--- src/rtl/rtg_pkg.sv ---
package rtg_pkg;
    typedef enum logic [1:0] {
        LN_IDLE   = 2'd0,
        LN_SYNCED = 2'd1,
        LN_ACTIVE = 2'd2
    } lane_state_t;
endpackage

--- src/rtl/rtg_gap_timer.sv ---
module rtg_gap_timer #(
    parameter int IDLE_CYCLES = 400
) (
    input  logic clk,
    input  logic rst_n,
    input  logic word_vld,
    output logic gap_idle_o
);
    localparam int GW = $clog2(IDLE_CYCLES + 1);
    localparam logic [GW-1:0] GAP_MAX = GW'(IDLE_CYCLES);

    logic [GW-1:0] gap_q;

    // Saturating count of cycles since the last word; starts saturated.
    always_ff @(posedge clk or negedge rst_n) begin
        if (!rst_n)
            gap_q <= GAP_MAX;
        else if (word_vld)
            gap_q <= '0;
        else if (gap_q != GAP_MAX)
            gap_q <= gap_q + 1'b1;
    end

    assign gap_idle_o = (gap_q == GAP_MAX);

    // a word always pulls the timer out of the idle condition
    a_r8_word_restarts_gap: assert property (@(posedge clk) disable iff (!rst_n)
        word_vld |=> !gap_idle_o);
endmodule

--- src/rtl/rtg_lane.sv ---
module rtg_lane
    import rtg_pkg::*;
#(
    parameter int RUN_LIMIT = 32
) (
    input  logic clk,
    input  logic rst_n,
    input  logic word_vld,
    input  logic word_sync,
    input  logic bus_quiet,
    input  logic gap_idle,
    input  logic start_req,
    output logic flag_o,
    output logic suppress_o,
    output logic trip_o
);
    localparam int CW = $clog2(RUN_LIMIT + 2);
    localparam logic [CW-1:0] LAST_COUNT = CW'(RUN_LIMIT);

    lane_state_t state_q, state_d;
    logic [CW-1:0] run_q, run_d;
    logic flag_q, flag_d;
    logic quiet_now;
    logic busy;

    assign quiet_now = bus_quiet | (gap_idle & ~word_vld);
    assign busy      = (state_q == LN_ACTIVE);

    // Next-state logic for the run detector.
    always_comb begin
        state_d = state_q;
        run_d   = run_q;
        unique case (state_q)
            LN_IDLE: begin
                if (word_vld && word_sync) begin
                    state_d = LN_SYNCED;
                    run_d   = '0;
                end
            end
            LN_SYNCED: begin
                if (word_vld && word_sync) begin
                    run_d = '0;
                end else if (word_vld) begin
                    run_d = run_q + 1'b1;
                    if (run_q == LAST_COUNT)
                        state_d = LN_ACTIVE;
                end
            end
            LN_ACTIVE: begin
                if (word_vld && word_sync) begin
                    state_d = LN_SYNCED;
                    run_d   = '0;
                end
            end
            default: begin
                state_d = LN_IDLE;
                run_d   = '0;
            end
        endcase
        if (quiet_now) begin
            state_d = LN_IDLE;
            run_d   = '0;
        end
    end

    // Output logic: trip, suppress and next flag.
    always_comb begin
        trip_o     = start_req & busy & ~quiet_now;
        suppress_o = start_req & (busy | flag_q) & ~quiet_now;
        if (quiet_now)
            flag_d = 1'b0;
        else if (trip_o)
            flag_d = 1'b1;
        else
            flag_d = flag_q;
    end

    // State register.
    always_ff @(posedge clk or negedge rst_n) begin
        if (!rst_n) begin
            state_q <= LN_IDLE;
            run_q   <= '0;
            flag_q  <= 1'b0;
        end else begin
            state_q <= state_d;
            run_q   <= run_d;
            flag_q  <= flag_d;
        end
    end

    assign flag_o = flag_q;

    // a request on a busy, non-quiet bus latches the flag
    a_r4_trip_sets_flag: assert property (@(posedge clk) disable iff (!rst_n)
        (start_req && state_q == LN_ACTIVE && !bus_quiet && !gap_idle) |=> flag_q);
    // external quiet clears the flag and the lane
    a_r7_quiet_clears: assert property (@(posedge clk) disable iff (!rst_n)
        bus_quiet |=> (!flag_q && state_q == LN_IDLE));
    // a flag can only rise in a cycle whose request was suppressed
    a_r5_rise_was_suppressed: assert property (@(posedge clk) disable iff (!rst_n)
        $rose(flag_q) |-> $past(suppress_o));
    // busy is reached only from the counting state after the last data word
    a_r2_active_entry: assert property (@(posedge clk) disable iff (!rst_n)
        $rose(state_q == LN_ACTIVE) |-> ($past(state_q) == LN_SYNCED && $past(run_q) == LAST_COUNT));
    // a sync word leaves the lane counting from zero
    a_r3_sync_restarts: assert property (@(posedge clk) disable iff (!rst_n)
        (word_vld && word_sync && !bus_quiet) |=> (state_q == LN_SYNCED && run_q == '0));
    // quiet blocks suppression
    a_r10_quiet_no_suppress: assert property (@(posedge clk) disable iff (!rst_n)
        bus_quiet |-> !suppress_o);
endmodule

--- src/rtl/runaway_traffic_guard.sv ---
module runaway_traffic_guard #(
    parameter int NBUS        = 2,
    parameter int RUN_LIMIT   = 32,
    parameter int IDLE_CYCLES = 400
) (
    input  logic            clk,
    input  logic            rst_n,
    input  logic [NBUS-1:0] word_vld_i,
    input  logic [NBUS-1:0] word_sync_i,
    input  logic [NBUS-1:0] bus_quiet_i,
    input  logic [NBUS-1:0] start_req_i,
    output logic [NBUS-1:0] traffic_flag_o,
    output logic [NBUS-1:0] tx_suppress_o,
    output logic            irq_o
);
    logic [NBUS-1:0] gap_idle;
    logic [NBUS-1:0] trip;
    logic            irq_q;

    for (genvar b = 0; b < NBUS; b++) begin : g_bus
        rtg_gap_timer #(
            .IDLE_CYCLES(IDLE_CYCLES)
        ) u_gap (
            .clk       (clk),
            .rst_n     (rst_n),
            .word_vld  (word_vld_i[b]),
            .gap_idle_o(gap_idle[b])
        );

        rtg_lane #(
            .RUN_LIMIT(RUN_LIMIT)
        ) u_lane (
            .clk       (clk),
            .rst_n     (rst_n),
            .word_vld  (word_vld_i[b]),
            .word_sync (word_sync_i[b]),
            .bus_quiet (bus_quiet_i[b]),
            .gap_idle  (gap_idle[b]),
            .start_req (start_req_i[b]),
            .flag_o    (traffic_flag_o[b]),
            .suppress_o(tx_suppress_o[b]),
            .trip_o    (trip[b])
        );
    end

    // Interrupt on the cycle a flag first reads 1.
    always_ff @(posedge clk or negedge rst_n) begin
        if (!rst_n)
            irq_q <= 1'b0;
        else
            irq_q <= |(trip & ~traffic_flag_o);
    end

    assign irq_o = irq_q;

    // the interrupt only marks a rising flag
    a_r6_irq_on_rise: assert property (@(posedge clk) disable iff (!rst_n)
        irq_o |-> (|(traffic_flag_o & ~$past(traffic_flag_o))));
    // a rising flag always raises the interrupt
    a_r6_rise_gives_irq: assert property (@(posedge clk) disable iff (!rst_n)
        (|(traffic_flag_o & ~$past(traffic_flag_o))) |-> irq_o);
endmodule

--- config.mk ---
export PLATFORM = sky130hd
export DESIGN_NAME = runaway_traffic_guard
export DESIGN_NICKNAME = d
export VERILOG_FILES = /design/src/rtl/rtg_pkg.sv /design/src/rtl/rtg_gap_timer.sv /design/src/rtl/rtg_lane.sv /design/src/rtl/runaway_traffic_guard.sv
export SDC_FILE = /design/constraint.sdc
export NUM_CORES = 1
export LEC_CHECK = 0
export BUFFER_PORTS_ARGS = -buffer_cell sky130_fd_sc_hd__buf_2
export CAP_MARGIN = 25
export CORE_MARGIN = 4
export CORE_UTILIZATION = 55
export CTS_BUF_LIST = sky130_fd_sc_hd__clkbuf_4
export DETAILED_ROUTE_END_ITERATION = 6
export GPL_ROUTABILITY_DRIVEN = 0
export PLACE_DENSITY_LB_ADDON = 0.3
export SLEW_MARGIN = 0
export SYNTH_ARGS = -nofsm -noshare
export SYNTH_HDL_FRONTEND = slang
export SYNTH_SLANG_ARGS = --single-unit
--- constraint.sdc ---
create_clock -name clk -period 4.4 [get_ports clk]
set_input_delay 0.22 -clock clk [delete_from_list [all_inputs] [get_ports clk]]
set_output_delay 0.22 -clock clk [all_outputs]
set_load 0.05 [all_outputs]
# ---- Word-level counts from Yosys, hierarchy flattened
# Index checks and enable logic that the tools add are counted.
dict set report totals {
  reg_bits 37
  wordCells 98
}
dict set report classes {
  eq_ne 20
  n_mux 30
  reduce_logical 15
  addsub 4
  bitwise_logic 20
}
# cell n
set op_table {}
lappend op_table {{$mux W6} 8}
lappend op_table {{$mux W9} 4}
lappend op_table {{$pmux W6 S2} 2}
lappend op_table {{$mux W2} 10}
lappend op_table {{$add A9 B1 Y9 const B} 2}
lappend op_table {{$eq A9 B9 Y1 const B} 2}
lappend op_table {{$ne A9 B9 Y1 const B} 2}
lappend op_table {{$add A6 B1 Y6 const B} 2}
lappend op_table {{$eq A6 B6 Y1 const B} 2}
lappend op_table {{$ne A3 B1 Y1 const B} 4}
lappend op_table {{$ne A3 B2 Y1 const B} 4}
lappend op_table {{$and A1 B1 Y1} 10}
lappend op_table {{$ne A4 B2 Y1 const B} 2}
lappend op_table {{$pmux W2 S2} 2}
lappend op_table {{$reduce_and A4 Y1} 2}
lappend op_table {{$reduce_bool A2 Y1} 4}
lappend op_table {{$reduce_or A2 Y1} 3}
lappend op_table {{$eq A2 B1 Y1 const B} 2}
lappend op_table {{$eq A2 B2 Y1 const B} 2}
lappend op_table {{$logic_not A2 Y1} 2}
lappend op_table {{$mux W1} 4}
lappend op_table {{$not A1 Y1} 4}
lappend op_table {{$or A1 B1 Y1} 4}
lappend op_table {{$reduce_and A2 Y1} 2}
lappend op_table {{other kinds (3)} 4}

# ---- Depth between registers and ports, before layout
# Gate-level depths: netlist of run 1.
dict set report depth {
  ltp_word 7
  ltp_mapped 8
}

# ---- By module
# A second synthesis of run 1 with hierarchy kept.
dict set report unflattened {
  cells_unflattened 230
  area_unflattened_um2 2188.3
}
# mod n_inst area_each_um2 cells_each
set modules_own_cells {}
lappend modules_own_cells {rtg_lane 2 565.5 63}
lappend modules_own_cells {{rtg_gap_timer (g_bus[0].u_gap)} 1 509.2 50}
lappend modules_own_cells {{rtg_gap_timer (g_bus[1].u_gap)} 1 503.0 50}
lappend modules_own_cells {runaway_traffic_guard 1 45.0 4}

# ---- Worst setup path after synthesis of run 1
# OpenSTA, ideal clock, no wires.
dict set report synth_timing {
  path_type {register -> output}
  from {register g_bus[0].u_gap.gap_q[0]}
  to {output tx_suppress_o[0]}
  path_stages_with_launch 9
  t_arrival_ps 1626
  path_slack_ps 2554
  path_cell_list {dfrtp_1 -> inv_1 -> ha_1 -> nand4bb_1 -> or2_1 -> buf_2 -> o21bai_1 -> nor2_1 -> buf_4}
}
dict set report synth_via {
  elab_chain_len 5
}
# item line
set synth_lines {}
lappend synth_lines {{from (decl)} rtg_gap_timer.sv:12} ;# logic [GW-1:0] gap_q;
lappend synth_lines {{from (signal assigned)} rtg_gap_timer.sv:21} ;# gap_q <= gap_q + 1'b1;
lappend synth_lines {{$eq A9 B9 Y1} rtg_gap_timer.sv:24} ;# assign gap_idle_o = (gap_q == GAP_MAX);
lappend synth_lines {{$and A1 B1 Y1} rtg_lane.sv:26} ;# assign quiet_now = bus_quiet | (gap_idle & ~word_vld);
lappend synth_lines {{$or A1 B1 Y1} rtg_lane.sv:26}
lappend synth_lines {{$not A1 Y1} rtg_lane.sv:69} ;# suppress_o = start_req & (busy | flag_q) & ~quiet_now;
lappend synth_lines {{$and A1 B1 Y1} rtg_lane.sv:69}
lappend synth_lines {{to (decl)} runaway_traffic_guard.sv:13} ;# output logic [NBUS-1:0] tx_suppress_o,
# No other way between the ends.

# ---- Final worst setup path of run 1
dict set report layout_timing {
  from {register g_bus[1].u_gap.gap_q[8]}
  to {output tx_suppress_o[1]}
}
dict set report layout_via {
  elab_chain_len 5
}
# item line
set layout_lines {}
lappend layout_lines {{from (decl)} rtg_gap_timer.sv:12}
lappend layout_lines {{from (signal assigned)} rtg_gap_timer.sv:21}
lappend layout_lines {{$eq A9 B9 Y1} rtg_gap_timer.sv:24}
lappend layout_lines {{$and A1 B1 Y1} rtg_lane.sv:26}
lappend layout_lines {{$or A1 B1 Y1} rtg_lane.sv:26}
lappend layout_lines {{$not A1 Y1} rtg_lane.sv:69}
lappend layout_lines {{$and A1 B1 Y1} rtg_lane.sv:69}
# No other way between the ends.

==> results of run 1 <==
worst max-delay path, cell delays in order, from the launching register on:
cell and delay, ns:
sky130_fd_sc_hd__dfstp_2 0.56, sky130_fd_sc_hd__nor4b_1 0.29, sky130_fd_sc_hd__nor3b_2 0.67, sky130_fd_sc_hd__nor3_1 0.11, sky130_fd_sc_hd__buf_2 0.24
worst paths after layout:
check | from | end | slack [ns] | cells after the start
setup / recovery | g_bus[1].u_gap.gap_q[8] | tx_suppress_o[1] | 1.96 | 4
hold / removal | bus_quiet_i[1] | g_bus[1].u_lane.flag_o | 0.11 | 2
setup reg to reg | g_bus[1].u_gap.gap_q[8] | irq_o | 2.44 | 4
hold reg to reg | g_bus[0].u_lane.flag_o | irq_o | 0.55 | 1
max in group asynchronous | rst_n | g_bus[1].u_lane.state_q[0] | 3.41 | 2
min in group asynchronous | rst_n | g_bus[1].u_lane.run_q[2] | 0.48 | 2
through the flow:
| stage | setup slack, ns | total power, mW | std cells | util |
|---|---|---|---|---|
| after floorplan | 2.55 | 0.390 | 222 | - |
| after global placement | 2.40 | 0.410 | 276 | 0.594 |
| after detailed placement | 2.38 | 0.411 | 276 | 0.594 |
| after CTS | 1.94 | 0.589 | 285 | 0.611 |
| after global routing | 1.77 | 0.618 | 285 | 0.611 |
| final | 1.96 | 0.580 | 285 | 0.611 |
layer usage:
metal | up-vias | wire length, um | GRT usage | share of wire
li1 | 810 | - | - | -
met1 | 766 | 1880 | 0.242 | 0.47
met2 | 21 | 1930 | 0.280 | 0.48
met3 | 7 | 110 | 0.0522 | 0.028
met4 | 0 | 79 | 0.0723 | 0.020
met5 | - | 0 | 0 | 0
final cells by class:
| type | count | area (um^2) |
|---|---|---|
| sequential | 37 | 933 |
| tap | 48 | 60.1 |
| clock buffer | 5 | 37.5 |
| multi-input combinational | 164 | 1060 |
| fill | 322 | 1420 |
| clock inverter | 3 | 17.5 |
| inverter | 13 | 48.8 |
| timing repair buffer | 15 | 80.1 |
repair_timing:
| item | CTS | global route |
|---|---|---|
| hold buffers | 1 | 0 |
| buffers inserted | 0 | 0 |
| hold endpoints to repair | 31 | 0 |
kinds of logic after synthesis:
family / synth area share
AND/OR/NAND/NOR: 0.273
AO/OA/AOI/OAI: 0.117
flip-flops: 0.445
buffers and inverters: 0.0495
XOR/XNOR: 0.0584
adder cells (fa/ha/maj): 0.0477
multiplexers: 0.0101
flip-flops by register name (all words and copies together) (netlist names):
| signal | count |
|---|---|
| g_bus.u_lane.flag_o | 2 |
| irq_o | 1 |
| g_bus.u_lane.run_q | 12 |
| g_bus.u_gap.gap_q | 18 |
| g_bus.u_lane.state_q | 4 |
cells in the mapped netlist, types with 2 or more instances:
master,count
sky130_fd_sc_hd__nor2b_1,4
sky130_fd_sc_hd__buf_2,2
sky130_fd_sc_hd__xnor2_1,2
sky130_fd_sc_hd__inv_1,13
sky130_fd_sc_hd__dfstp_2,6
sky130_fd_sc_hd__nand4b_1,4
sky130_fd_sc_hd__o21ai_0,15
sky130_fd_sc_hd__nor4b_1,2
sky130_fd_sc_hd__nand2b_1,2
sky130_fd_sc_hd__nor2_1,23
sky130_fd_sc_hd__buf_4,4
sky130_fd_sc_hd__nor3_1,6
sky130_fd_sc_hd__nand4_1,5
sky130_fd_sc_hd__nand3_1,14
sky130_fd_sc_hd__and3_1,4
sky130_fd_sc_hd__or3b_1,2
sky130_fd_sc_hd__a21oi_1,17
sky130_fd_sc_hd__and4_1,3
sky130_fd_sc_hd__or3_1,6
sky130_fd_sc_hd__ha_1,8
sky130_fd_sc_hd__xor2_1,12
sky130_fd_sc_hd__dfrtp_1,31
sky130_fd_sc_hd__nand2_1,13
layout by cell type, fill, tap and decap left out, types with 6 or more instances in the layout:
cell type,instances
sky130_fd_sc_hd__or3_1,6
sky130_fd_sc_hd__a21oi_1,17
sky130_fd_sc_hd__buf_2,14
sky130_fd_sc_hd__nor3_1,6
sky130_fd_sc_hd__nand2_1,13
sky130_fd_sc_hd__inv_1,13
sky130_fd_sc_hd__o21ai_0,15
sky130_fd_sc_hd__dfstp_2,6
sky130_fd_sc_hd__xor2_1,12
sky130_fd_sc_hd__dfrtp_1,31
sky130_fd_sc_hd__ha_1,8
sky130_fd_sc_hd__nand3_1,14
sky130_fd_sc_hd__nor2_1,23
power breakdown:
part / total (mW) / leakage, nW / internal (mW) / switching [mW]
registers: 0.356 / 0.488 / 0.347 / 0.00937
logic: 0.0493 / 0.414 / 0.0174 / 0.0319
clock network: 0.175 / 0.0310 / 0.0602 / 0.115
==> results.md, run 1 <==
- Setup clock skew after layout: around 0.0063 ns
- Fin. Hold Viols: 0
- Number of antenna violations at the first check in global routing: 0
- Worst rel slew slack: 0.470
- Tightest hold margin: 0.114 ns
- Antenna diode count: 0
- CTS clock-pin slew for the worst setup and hold paths: about 0.11 ns
- Via count of the first global-routing pass: roughly 1500
- Congestion Overflow GR: 0
- Worst-case vdd ir drop: roughly 0.00014 V
- Initial core utilization: 0.573
- Flip-flop and latch count after synthesis: 37
- Startpoint-to-endpoint class of the critical path: reg2out
- Core region area: between 0.003 and 0.004 mm^2
- DR DRC count: 0
- Average via count per standard cell: roughly 5.6
- Run status: complete, no violations
- Arrival time of data at the critical path endpoint: around 2.2 ns
- Total power per unit cell area: 259 mW/mm^2
- Fraction of final layout cells sized beyond drive strength 1: 0.143
- Slew at the pin with the worst max-slew slack: about 0.80 ns
- Hold/Removal Path Class: in2reg
- Setup-violating endpoint count in the final report: 0
- Top Ports: 15
- Number of detailed-route iterations in the first pass: 4
- TNS Setup: 0 ns
- Cell taking the most area after synthesis: sky130_fd_sc_hd__dfrtp_1
- Count of routing violations after the opening detailed-route iteration: between 150 and 200
- Cell at the root of the clock tree: sky130_fd_sc_hd__clkbuf_4
- Routed via count: between 1500 and 2000
- Layout area overhead: 6.68%
- Synthesized area per cell: around 9.5 um^2
- Startpoint type of the worst setup path: register
- Wire length of the first global-routing pass: about 7.1 mm
- # Max-Cap Violations: 0
- Fmax: ~410 MHz
- Synth Warn #: 0
- Largest net degree at the start of global routing: 38
- CP required: 4.18 ns
- Finished layout cell area: ~0.0022 mm^2
- Number of buffers created by CTS: 5
- Sort of element at the end of the critical path: primary output
- Pins over their slew limit: 0
- Sequential share of the synthesized area: 0.445
- Number of buffers inserted by port buffering: 14
- Total nets after synthesis: 240
- Proportion of synthesized flip-flops having asynchronous set or reset: 1.00
- Post-route ant nets: 0
- Number of distinct library cell variants in the gate-level netlist after synthesis: 47
- Std-Cell Rows: 22
- Maximum buffer depth of the clock tree: 2
- Largest fanout on the critical path: 12
- Count of flip-flops with a built-in enable after synthesis: 0
- Fraction of synthesized cell area taken by the top area cell type: 0.370
- Final critical path time including I/O delays and setup: between 2 and 2.5 ns
- Area enclosed by the die boundary: about 0.0049 mm^2
- Width of the chip: around 70 um
- Standby leakage power: ~0.93 nW
- NumNets Final: around 250
- Most area-consuming cells after synthesis: sky130_fd_sc_hd__dfrtp_1 (37%), sky130_fd_sc_hd__dfstp_2 (7.5%), sky130_fd_sc_hd__xor2_1 (5.0%)
- Leading register cell type out of synthesis: sky130_fd_sc_hd__dfrtp_1
- Worst-Skew Late Latency: ~0.34 ns
- CTS resizes: 0
- Total Routed Length: roughly 4 mm
- Total half-perimeter wirelength after legalization and detailed placement: between 2 and 3 mm
- Placed cell area: 0.00217 mm^2
- Global-route total usage across every layer: 0.182
- Setup repair after global routing missed its margin: no
- Depth of the CTS H-tree: 2
- Final worst path period share: 0.555
- Die Y-Extent: ~70 um
- Post-Synthesis Cells: about 220
- Post-detailed-route wirelength per cell: 14.0 um
- Cell area after technology mapping: 0.00210 mm^2
- Clock tree sinks: 37
- Clock tree from TritonCTS: done
(Power assumes the default switching activity.)
==> run 2, diff against run 1 <==
--- a/config.mk
+++ b/config.mk
@@ -5,6 +5,7 @@
 export SDC_FILE = /design/constraint.sdc
 export NUM_CORES = 1
 export LEC_CHECK = 0
+export ABC_AREA = 1
 export BUFFER_PORTS_ARGS = -buffer_cell sky130_fd_sc_hd__buf_2
 export CAP_MARGIN = 25
 export CORE_MARGIN = 4
==> constraint.sdc (replaced) <==
create_clock -name clk -period 2.48 [get_ports clk]
set_input_delay 0.124 -clock clk [delete_from_list [all_inputs] [get_ports clk]]
set_output_delay 0.124 -clock clk [all_outputs]
set_load 0.05 [all_outputs]
==> run 2 against run 1 <==
  * Synthesized area rose by 4.8%
  * Clock power rose by 89%
  * Sequential share of layout area fell by 2.3 points
  * Final area rose by 5.8%
  * Clock skew rose by 0.0078 ns
  * Total power rose by 120%
  * Highest routed layer unchanged
==> results.md, run 2 <==
- Final critical path time including I/O delays and setup: ~2 ns
- Pins over their slew limit: 0 (unchanged)
- Depth of the CTS H-tree: 2 (unchanged)
- Proportion of synthesized flip-flops having asynchronous set or reset: 1.00 (unchanged)
- Most area-consuming cells after synthesis: sky130_fd_sc_hd__dfrtp_1 (35%), sky130_fd_sc_hd__nand2_1 (9.4%), sky130_fd_sc_hd__inv_1 (7.7%) (was sky130_fd_sc_hd__dfrtp_1 (37%), sky130_fd_sc_hd__dfstp_2 (7.5%), sky130_fd_sc_hd__xor2_1 (5.0%))
- Hold path startpoint: word_vld_i[0] (was bus_quiet_i[1])
- Die Y-Extent: 71.2 um (was 69.8 um)
- Total nets after synthesis: 310 (was 240)
- Maximum buffer depth of the clock tree: 2 (unchanged)
- Core region area: 0.00377 mm^2 (was 0.00366 mm^2)
- Startpoint-to-endpoint class of the critical path: reg2out (unchanged)
- Synth Warn #: 0 (unchanged)
- Worst rel slew slack: 0.447 (was 0.470)
- Arrival time of data at the critical path endpoint: 1.87 ns (was 2.22 ns)
- Total power per unit cell area: 537 mW/mm^2 (was 259 mW/mm^2)
- Largest net degree at the start of global routing: 38 (unchanged)
- Tightest hold margin: 0.0301 ns (was 0.114 ns)
- Synthesized area per cell: 7.53 um^2 (was 9.45 um^2)
- Worst hold path endpoint: g_bus[0].u_gap.gap_q[8] (was g_bus[1].u_lane.flag_o)
- Cell count of the worst hold path: 2 (unchanged)
- Reg-to-reg setup timing slack: 0.96 ns (was 2.44 ns)
- Setup repair after global routing missed its margin: no (unchanged)
- Width of the chip: 71.2 um (was 69.8 um)
- Cell at the root of the clock tree: sky130_fd_sc_hd__clkbuf_4 (unchanged)
- Clock tree sinks: 37 (unchanged)
- Fraction of synthesized cell area taken by the top area cell type: 0.353 (was 0.370)
- Routed via count: 1926 (was 1604)
- CTS clock-pin slew for the worst setup and hold paths: 0.12 ns (was 0.11 ns)
- Highest-count cells in the layout ignoring fill and taps: sky130_fd_sc_hd__nand2_1 (55), sky130_fd_sc_hd__inv_1 (45), sky130_fd_sc_hd__nor2_1 (33), sky130_fd_sc_hd__nand3_1 (31), sky130_fd_sc_hd__dfrtp_1 (31) (was sky130_fd_sc_hd__dfrtp_1 (31), sky130_fd_sc_hd__nor2_1 (23), sky130_fd_sc_hd__a21oi_1 (17), sky130_fd_sc_hd__o21ai_0 (15))
- Flip-flop and latch count after synthesis: 37 (unchanged)
- Synth cell count leaders: sky130_fd_sc_hd__nand2_1 (55), sky130_fd_sc_hd__inv_1 (45), sky130_fd_sc_hd__nor2_1 (33) (was sky130_fd_sc_hd__dfrtp_1 (31), sky130_fd_sc_hd__nor2_1 (23), sky130_fd_sc_hd__a21oi_1 (17))
- Endpoint of the most critical register-to-register path: irq_o (unchanged)
- Post-route ant nets: 0 (unchanged)
- Cell with the most instances after synthesis: sky130_fd_sc_hd__nand2_1 (was sky130_fd_sc_hd__dfrtp_1)
- Antenna diode count: 0 (unchanged)
- Number of distinct library cell variants in the gate-level netlist after synthesis: 31 (was 47)
- Instance count after placement with tap cells included: 349 (was 276)
- Cell area after technology mapping: 0.00220 mm^2 (was 0.00210 mm^2)
- Finished layout cell area: 0.00237 mm^2 (was 0.00224 mm^2)
- Number of buffers inserted by port buffering: 14 (unchanged)
- Initial core utilization: 0.583 (was 0.573)
- Leading register cell type out of synthesis: sky130_fd_sc_hd__dfrtp_1 (unchanged)
- Max FFs per register: 18 (unchanged)
- Setup-violating endpoint count in the final report: 0 (unchanged)
- Layout area overhead: 7.74% (was 6.68%)
- Total Routed Length: 4.44 mm (was 4.00 mm)
- Congestion Overflow GR: 0 (unchanged)
- Registers with the highest flip-flop counts: g_bus.u_gap.gap_q: 18 flops, g_bus.u_lane.run_q: 12 flops, g_bus.u_lane.state_q: 4 flops (unchanged)
- Area enclosed by the die boundary: 0.00507 mm^2 (was 0.00487 mm^2)
- Sort of element at the end of the critical path: primary output (unchanged)
- Most frequent standard cell in the layout excluding fill and tap cells: sky130_fd_sc_hd__nand2_1 (was sky130_fd_sc_hd__dfrtp_1)
- Top reg by flops: g_bus.u_gap.gap_q (unchanged)
- Hold/Removal Path Class: in2reg (unchanged)
- Number of antenna violations at the first check in global routing: 0 (unchanged)
- CTS Hold Buffers Added: 2 (was 1)
- Placed cell area: 0.00229 mm^2 (was 0.00217 mm^2)
- Clock tree from TritonCTS: done (unchanged)
- Startpoint type of the worst setup path: register (unchanged)
- Number of detailed-route iterations in the first pass: 6 (was 4)
- Top Ports: 15 (unchanged)
- Setup clock skew after layout: 0.0141 ns (was 0.00627 ns)
- Wire length of the first global-routing pass: 7.91 mm (was 7.15 mm)
- # Max-Cap Violations: 0 (unchanged)
- Worst-case vdd ir drop: 0.000359 V (was 0.000137 V)
- Slew at the pin with the worst max-slew slack: 0.829 ns (was 0.796 ns)
- Startpoint of the worst-slack reg-to-reg timing path: g_bus[1].u_gap.gap_q[0] (was g_bus[1].u_gap.gap_q[8])
- Worst-Skew Late Latency: 0.35 ns (was 0.34 ns)
- Post-Synthesis Cells: 292 (was 222)
- Cell taking the most area after synthesis: sky130_fd_sc_hd__dfrtp_1 (unchanged)
- Fin. Hold Viols: 0 (unchanged)
- DR DRC count: 0 (unchanged)
- Buffers inserted during post-CTS setup optimization: 0 (unchanged)
- CP required: 2.36 ns (was 4.18 ns)
- Fmax: around 500 MHz
- Global-route total usage across every layer: 0.192 (was 0.182)
- TNS Setup: 0 ns (unchanged)
- Average via count per standard cell: 5.36 (was 5.63)
- Via count of the first global-routing pass: 1867 (was 1537)
- Final worst path period share: 0.804
- Count of flip-flops with a built-in enable after synthesis: 0 (unchanged)
- Sequential share of the synthesized area: 0.425 (was 0.445)
- Post-detailed-route wirelength per cell: 12.4 um (was 14.0 um)
- NumNets Final: 328 (was 254)
- Std-Cell Rows: 22 (unchanged)
- Run status: complete, no violations (unchanged)
- Total half-perimeter wirelength after legalization and detailed placement: 3.15 mm (was 2.90 mm)
- Standby leakage power: 1.14 nW (was 0.933 nW)
- Count of non-filler cells in the finished layout: 359 (was 285)
- Largest fanout on the critical path: 6 (was 12)
- Depth of the most critical reg-to-reg path: 9 (was 4)
- Number of buffers created by CTS: 5 (unchanged)
- CTS resizes: 0 (unchanged)
- Fraction of final layout cells sized beyond drive strength 1: 0.135 (was 0.143)
- Count of routing violations after the opening detailed-route iteration: 112 (was 159)
- Layout filler cell count: 347 (was 322)
[run 2: cell types whose count changed after synthesis, moves of 6 or more]
cell                      previous run  this run
sky130_fd_sc_hd__nand2_1            13        55
sky130_fd_sc_hd__nor2_1             23        33
sky130_fd_sc_hd__xor2_1             12         2
sky130_fd_sc_hd__or3_1               6         0
sky130_fd_sc_hd__inv_1              13        45
sky130_fd_sc_hd__nand3_1            14        31
[run 2: worst max-delay path by stage]
stage	start	to	slack (ns)	cells past startpoint
finish	g_bus[1].u_gap.gap_q[0]	tx_suppress_o[1]	0.49	9
global route	g_bus[1].u_gap.gap_q[0]	tx_suppress_o[1]	0.34	9
CTS	g_bus[1].u_gap.gap_q[0]	tx_suppress_o[1]	0.46	9
detailed placement	g_bus[1].u_gap.gap_q[0]	tx_suppress_o[1]	0.87	9
global placement	g_bus[1].u_gap.gap_q[0]	tx_suppress_o[1]	0.90	9
floorplan	g_bus[1].u_gap.gap_q[0]	tx_suppress_o[1]	1.02	9
[run 2: logic make-up after synthesis]
kind of cell,synth area share
DFF,0.425
buffers and inverters,0.0979
AOI/OAI and AO/OA,0.105
xor gates and xnor gates,0.0239
adders and majority gates,0.0455
and+or+nand+nor,0.303
[run 2: layout make-up]
cell class | count | area [um^2] | area share
Multi-Input combinational cell | 202 | 1050 | 0.443
Tap cell | 48 | 60.1 | 0.0254
Clock inverter | 2 | 10.0 | 0.00423
Sequential cell | 37 | 933 | 0.394
Timing Repair Buffer | 16 | 90.1 | 0.0380
Clock buffer | 6 | 45.0 | 0.0190
Inverter | 48 | 180 | 0.0761
[run 2: worst max-delay path: stages (launching register included)]
cell and delay [ns]:
sky130_fd_sc_hd__dfrtp_1 0.43, sky130_fd_sc_hd__inv_1 0.06, sky130_fd_sc_hd__ha_1 0.20, sky130_fd_sc_hd__nand2_1 0.07
sky130_fd_sc_hd__nor2_1 0.05, sky130_fd_sc_hd__nand3_2 0.09, sky130_fd_sc_hd__nand2_2 0.10, sky130_fd_sc_hd__a21oi_2 0.13
sky130_fd_sc_hd__and2_1 0.13, sky130_fd_sc_hd__buf_2 0.25
[run 2: report_power, final]
group	switching [mW]	internal (mW)	total, mW
clock network	0.212	0.119	0.331
registers	0.0356	0.639	0.674
logic	0.188	0.0774	0.265
total	0.435	0.835	1.27
[run 2: stage by stage]
step / util / power [mW] / setup WS, ns
2_1_floorplan: - / 0.875 / 1.02
5_1_grt: 0.628 / 1.35 / 0.336
3_5_place_dp: 0.608 / 0.948 / 0.871
6_report: 0.628 / 1.27 / 0.486
4_1_cts: 0.628 / 1.28 / 0.457
3_3_place_gp: 0.608 / 0.939 / 0.897
[run 2: metal layers]
layer / up-vias / global-route usage / part of all wire
li1: 978 / - / -
met2: 32 / 0.318 / 0.47
met1: 907 / 0.240 / 0.48
met3: 9 / 0.0365 / 0.030
met4: 0 / 0.0898 / 0.018
met5: - / 0 / 0
